--- src/rtl/pccard_status_mon.sv ---
module pccard_status_mon (
  input  logic       clk,
  input  logic       rst_n,
  input  logic [1:0] cd1_n,
  input  logic [1:0] cd2_n,
  input  logic [1:0] bvd1,
  input  logic [1:0] bvd2,
  input  logic [1:0] rdy,
  input  logic [1:0] wp,
  input  logic [1:0] spk_n,
  input  logic       reg_we,
  input  logic [2:0] reg_addr,
  input  logic [7:0] reg_wdata,
  output logic [7:0] reg_rdata,
  output logic [1:0] irq,
  output logic       spkr_out
);

  logic [1:0]      det_v, present_v, mode_v, spk_on;
  logic [1:0][3:0] flags_v, en_v;
  logic [1:0][7:0] ctrl_v, stat_v;

  for (genvar s = 0; s < 2; s++) begin : g_sk
    logic [6:0] sy1, sy2;
    logic [7:0] ctrl;
    logic [3:0] en, flags, ev, clr;
    logic [6:0] cnt;
    logic       present, rdy_p, wp_p, b1_p, flip;
    logic [1:0] batt;
    logic       sel, mode;

    assign sel  = reg_addr[2] == 1'(s);
    assign mode = ctrl[0];

    always_ff @(posedge clk or negedge rst_n)
      if (!rst_n) begin
        sy1 <= '1;
        sy2 <= '1;
      end else begin
        sy1 <= {spk_n[s], wp[s], rdy[s], bvd2[s], bvd1[s], cd2_n[s], cd1_n[s]};
        sy2 <= sy1;
      end

    assign det_v[s] = ~sy2[0] & ~sy2[1];
    assign flip     = (det_v[s] != present) && (cnt == ctrl[7:1]);

    always_ff @(posedge clk or negedge rst_n)
      if (!rst_n) begin
        ctrl <= '0;
        en   <= '0;
      end else if (reg_we && sel) begin
        if (reg_addr[1:0] == 2'd0) ctrl <= reg_wdata;
        if (reg_addr[1:0] == 2'd3) en   <= reg_wdata[3:0];
      end

    always_ff @(posedge clk or negedge rst_n)
      if (!rst_n) begin
        cnt     <= '0;
        present <= 1'b0;
      end else if (det_v[s] == present) begin
        cnt <= '0;
      end else if (flip) begin
        cnt     <= '0;
        present <= det_v[s];
      end else begin
        cnt <= cnt + 7'd1;
      end

    always_ff @(posedge clk or negedge rst_n)
      if (!rst_n) begin
        rdy_p <= 1'b1;
        wp_p  <= 1'b1;
        b1_p  <= 1'b1;
      end else begin
        rdy_p <= sy2[4];
        wp_p  <= sy2[5];
        b1_p  <= sy2[2];
      end

    assign ev[0] = flip;
    assign ev[1] = present & (mode ? (rdy_p & ~sy2[4]) : (rdy_p ^ sy2[4]));
    assign ev[2] = present & ~mode & (wp_p ^ sy2[5]);
    assign ev[3] = present & (mode ? (b1_p & ~sy2[2]) : (b1_p ^ sy2[2]));
    assign clr   = (reg_we && sel && reg_addr[1:0] == 2'd2) ? reg_wdata[3:0] : 4'd0;

    always_ff @(posedge clk or negedge rst_n)
      if (!rst_n) flags <= '0;
      else        flags <= (flags & ~clr) | ev;

    always_comb begin
      if (mode)         batt = 2'b00;
      else if (!sy2[2]) batt = 2'b10;
      else if (!sy2[3]) batt = 2'b01;
      else              batt = 2'b00;
    end

    assign stat_v[s]    = {2'b00, mode & ~sy2[2], mode ^ sy2[5], mode ^ sy2[4], batt, present};
    assign ctrl_v[s]    = ctrl;
    assign flags_v[s]   = flags;
    assign en_v[s]      = en;
    assign present_v[s] = present;
    assign mode_v[s]    = mode;
    assign irq[s]       = |(flags & en);
    assign spk_on[s]    = mode & ~sy2[6];
  end

  assign spkr_out = ^spk_on;

  always_comb
    case (reg_addr[1:0])
      2'd0:    reg_rdata = ctrl_v[reg_addr[2]];
      2'd1:    reg_rdata = stat_v[reg_addr[2]];
      2'd2:    reg_rdata = {4'd0, flags_v[reg_addr[2]]};
      default: reg_rdata = {4'd0, en_v[reg_addr[2]]};
    endcase

endmodule

--- config.mk ---
export PLATFORM = sky130hd
export DESIGN_NAME = pccard_status_mon
export DESIGN_NICKNAME = d
export VERILOG_FILES = /design/src/rtl/pccard_status_mon.sv
export SDC_FILE = /design/constraint.sdc
export NUM_CORES = 1
export LEC_CHECK = 0
export CAP_MARGIN = 20
export CORE_MARGIN = 2
export CORE_UTILIZATION = 40
export DETAILED_ROUTE_END_ITERATION = 8
export DONT_BUFFER_PORTS = 1
export PLACE_DENSITY_LB_ADDON = 0.25
export SLEW_MARGIN = 20
export SYNTH_ARGS = -nofsm -noshare
export SYNTH_HDL_FRONTEND = slang
export SYNTH_SLANG_ARGS = --single-unit
export TNS_END_PERCENT = 50
--- constraint.sdc ---
create_clock -name clk -period 2.2 [get_ports clk]
set_input_delay 0.44 -clock clk [delete_from_list [all_inputs] [get_ports clk]]
set_output_delay 0.44 -clock clk [all_outputs]
set_load 0.005 [all_outputs]
Word level (Yosys, flattened, before mapping)
Cells that the tools add are included.
- bits of input ports: 28
- output and inout port bits: 11
- flip-flop bits (word level): 82
- add/subtract/negate cells: 2
- bitwise logic cells: 51
- equality and inequality tests: 9
- reduce and logical (&&, ||, !) cells: 16
- multiplexer cells: 25
- order comparisons: 1
- operator list (cell ; number):
    $mux 7 ; 4
    $mux 4 ; 6
    $mux 8 ; 3
    $pmux 8 s3 ; 1
    $and 1x1->1 ; 18
    $and 4x4->4 ; 4
    $not 1->1 ; 15
    $add 7x1->7 const B ; 2
    $eq 7x7->1 ; 2
    $reduce_and 2->1 ; 6
    $xor 1x1->1 ; 10
    $mux 2 ; 4
    $not 4->4 ; 2
    $or 4x4->4 ; 2
    $reduce_or 4->1 ; 2
    $logic_and 1x1->1 ; 6
    $mux 1 ; 6
    $mux 6 ; 1
    $eq 2x2->1 const B ; 2
    $eq 1x1->1 ; 2
    $eq 2x1->1 const B ; 1
    $logic_not 2->1 ; 1
    $lt 1x2->1 const B ; 1
    $ne 1x1->1 ; 2
    $reduce_xor 2->1 ; 1

Longest topological paths before layout
- depth in word-level cells: 7
- gate-level depth with buffers: 6
- mapped depth without buffers: 5

Worst setup path after synthesis
OpenSTA, ideal clock, no wires.
- path type: in2out
- start: input port reg_addr[1]
- end: output port reg_rdata[0]
- buffers on the path: 1
- required time: 1.760 ns
- arrival time: 1.367 ns
- path slack: 0.393 ns
- stages: 3
- path through: buf_2 -> mux4_2 -> mux2_2
- word-level cells in the longest chain between the ends: 2
- elaborated cells between the ends (all ways): 4
- classes of those cells: eq/ne: 2; mux: 1; reduce/logical: 1
- RTL lines (what ; RTL line ; source):
    start: declaration ; 12 ; input logic [2:0] reg_addr,
    $eq 2x2->1 (tied with other cells) ; 110 ; case (reg_addr[1:0])
    $pmux 8 s3 (*) ; 110 ;
    end: declaration ; 14 ; output logic [7:0] reg_rdata,
Every way passes the cells marked *; elsewhere a longest branch is shown, timed or not.

Worst setup path in the final report
- start: register g_sk[0].sy2[2]
- end: output port reg_rdata[1]
- word-level cells in the longest chain between the ends: 5
- RTL lines (what ; RTL line ; source):
    start: declaration ; 24 ; logic [6:0] sy1, sy2;
    start signal: assignment ; 41 ; sy2 <= sy1;
    $mux 2 ; 92 ; else if (!sy2[2]) batt = 2'b10;
    $mux 2 ; 91 ; if (mode) batt = 2'b00;
    $mux 6 (not written as such) ; 112 ; 2'd1: reg_rdata = stat_v[reg_addr[2]];
    $mux 8 (not written as such) ; 112 ;
    $pmux 8 s3 ; 110 ;
Every way passes these cells. The select of a mux whose other input is x is not followed.

==> flow_summary_export.csv <==
group,metric,value,unit
placement,dpl.cell_count,385,
sta,max_slew.worst_pin.slew,0.553,ns
cells_and_area,regArea,0.00210,mm2
cells_and_area,design_area,0.00389,mm2
cells_and_area,fillerInstances,797,
worst_setup_path,crit_chain,"or3b_2 -> o41ai_2 -> a222oi_1 -> a21oi_1",
run_status,status,"complete, but fails checks",
grt,grt_first_pass_wirelength,12200,um
placement,gp_congestion,0.780,
cells_and_area,n_antenna_cell,0,
yosys,seq_area_frac_synth,0.583,
yosys,synth.area.top_cells,"dfrtp_1 33%, dfstp_2 25%, mux2_2 7.8%",
die,ios,39,
sta,hold_viol,82,
worst_setup_path,worstPathMaxFanout,2,
die,die_area,0.00975,mm2
yosys,ys_async_sr_fraction,1.00,
power,ir_worst_vdd,415,uV
clocking,cts_sinks,82,
yosys,synth_flop_cell,"dfrtp_1",
yosys,synth_top_area_cell,"dfrtp_1",
die,num_rows,34,
sta,setup_violations,0,
sta,slew_headroom,0.631,
worst_setup_path,worst-path-buf-inv,0,
sta,setup_ws,0.0462,ns
power,finalPower,3850,uW
sta,max_freq,464,MHz
clocking,path_clk_slew,0.09,ns
worst_setup_path,critical_path_class,"flip-flop to primary output",
sta,fin_skew,0.00894,ns
clocking,worst_skew_pair.late_latency,0.34,ns
grt,gr-total-overflow,0,
run_status,failed_checks,"negative hold slack",
placement,place.port_buffers,0,
sta,period_minus_slack,2.15,ns
placement,dp_slack,0.352,ns
yosys,synth_nets,318,
sta,slew_viol_final,0,
yosys,ys_warn_count,0,
power,leakagePower,0.00159,uW
route,firstDrtPassIters,4,
sta,finalCritPeriodShare,0.979,
cells_and_area,drive_gt1_frac,0.293,
yosys,synth.most_common_cell,"dfrtp_1",
route,drt-total-wl,7370,um
worst_setup_path,cpPeakStageDelay,0.53,ns
placement,placed_area,0.00369,mm2
yosys,synthCells,284,
clocking,cts_buffer_depth,2,
min_path,hold_path_class,"input pin to asynchronous set/reset pin",
route,routedWlPerCell,18.3,um
route,postRouteAntennaNets,0,
worst_setup_path,startpoint_type,"flip-flop",
cells_and_area,multi_input_area,0.00142,mm2
die,die_y,98.8,um
grt,grt_usage,0.162,
power,pwr_density_cell,988,mW/mm2
yosys,syn-cell-area,0.00359,mm2
worst_setup_path,cp_top_family,"flip-flops",
route,vias,2118,
worst_setup_path,crit_slowest_cell,"dfstp_2",
run,cap_violations,0,
clocking,cts_buffers,9,
die,die_x,98.8,um
grt,grt_max_degree,83,
clocking,htreeDepth,3,
route,drc,0,
die,core_area,0.00872,mm2
yosys,synth-edff-count,0,
cells_and_area,syn2layout_area_growth,8.43,%
cells_and_area,instances_no_fill,402,
yosys,synth.avg_cell_area,12.6,um2
yosys,yosysUniqueCellTypes,39,
worst_setup_path,cp-end-kind,"primary output",
sta,rsz0062_at_grt,"yes",
yosys,ys_ff_latch,82,
cells_and_area,layout.nets,323,
placement,dpl.hpwl,5140,um
die,start_util,0.412,
sta,whs,-0.221,ns
yosys,ys_top_cells_by_count,"48 x dfrtp_1, 34 x dfstp_2, 25 x mux2_2",
route,via_per_inst,5.27,
clocking,cts_tree,"yes",
yosys,synth_top_cell_area_share,0.334,
worst_setup_path,arrival,1.71,ns
route,drtIter0Drc,128,
worst_setup_path,worstPathRequired,1.76,ns
grt,antenna_found_initial,0,
grt,grt_pass1_vias,2165,
clocking,root_buffer,"clkbuf_8",
-- path summary, 6_finish.rpt --
kind | startpoint | to | slack (ns) | cells past startpoint
max | g_sk[0].sy2[2] | reg_rdata[1] | 0.05 | 4
min | rst_n | g_sk[1].en[3] | -0.22 | 0
max reg2reg | g_sk[0].cnt[1] | g_sk[0].cnt[5] | 0.66 | 4
min reg2reg | g_sk[0].sy1[4] | g_sk[0].sy2[4] | 0.35 | 0
max in group asynchronous | rst_n | g_sk[0].sy2[0] | 2.18 | 0
min in group clk | bvd2[1] | g_sk[1].sy1[3] | 0.08 | 0
-- cell families after synthesis --
group,after synthesis,share of synthesized area
XOR/XNOR,33,0.0805
AND/OR/NAND/NOR,71,0.0927
adder cells (fa/ha/maj),6,0.0209
flip-flops,82,0.583
multiplexers,35,0.120
buffers and inverters,17,0.0219
AO/OA/AOI/OAI,40,0.0805
-- metal layers --
layer  vias up  part of all wire  track usage
met5         -                 0            0
met4         0             0.010       0.0443
li1       1007                 -            -
met2        57              0.46        0.236
met1      1047              0.46        0.233
met3         7             0.072       0.0539
-- stage by stage --
stage	TNS (ns)	utilization
global route	-0.0343	0.446
finish	0	0.446
floorplan	0	-
global placement	0	0.423
detailed placement	0	0.423
CTS	-0.00650	0.446
-- power breakdown --
part	switching, uW	internal, uW	leakage [uW]
clock network	552	517	0.0000985
logic	327	393	0.000537
registers	279	1780	0.000951
total	1160	2690	0.00159
-- what timing repair did --
item                                   in CTS  in global routing
gates resized for setup                     1                  1
pin swaps                                   1                  1
endpoints found under the hold margin      82                 82
setup endpoints to repair                   2                  2
setup buffers                               1                  0
-- worst register-to-register path, delay by kind of cell (launching register included) --
family	cells	cell delay, ns
AO/OA/AOI/OAI	1	0.51
XOR/XNOR	1	0.16
flip-flops	1	0.44
AND/OR/NAND/NOR	2	0.31
-- cell type report --
class	count	area share
clock buffer	12	0.0427
tap	108	0.0347
inverter	9	0.00868
multi-input combinational	185	0.364
clock inverter	4	0.00771
sequential	82	0.538
timing repair buffer	2	0.00386
-- placed cells by master (no fill, tap or decap), types with 3 or more instances in the layout --
master	netlist	routed
dfrtp_1	48	47
mux2i_1	6	6
ha_1	6	6
nand2_1	20	20
xnor2_1	20	20
a22oi_1	4	4
xor2_1	13	13
mux2_2	25	25
clkbuf_8	0	10
o21ai_0	11	10
dfstp_2	34	34
mux4_2	4	4
nand2b_1	4	4
nand3_1	11	11
inv_1	8	8
nor3_1	4	4
o31ai_1	3	3
nand4_1	4	4
nor2_1	22	22
a21oi_1	5	5
a22o_1	4	4
-- state kept, by name, summed over array words and instances (netlist names) --
signal and count:
g_sk.cnt 14, g_sk.sy2 14, g_sk.flags 8, g_sk.wp_p 2, g_sk.en 8, g_sk.ctrl 16, g_sk.rdy_p 2, g_sk.sy1 14
g_sk.b1_p 2, g_sk.present 2
No activity file was read; power rests on OpenSTA's default activity.
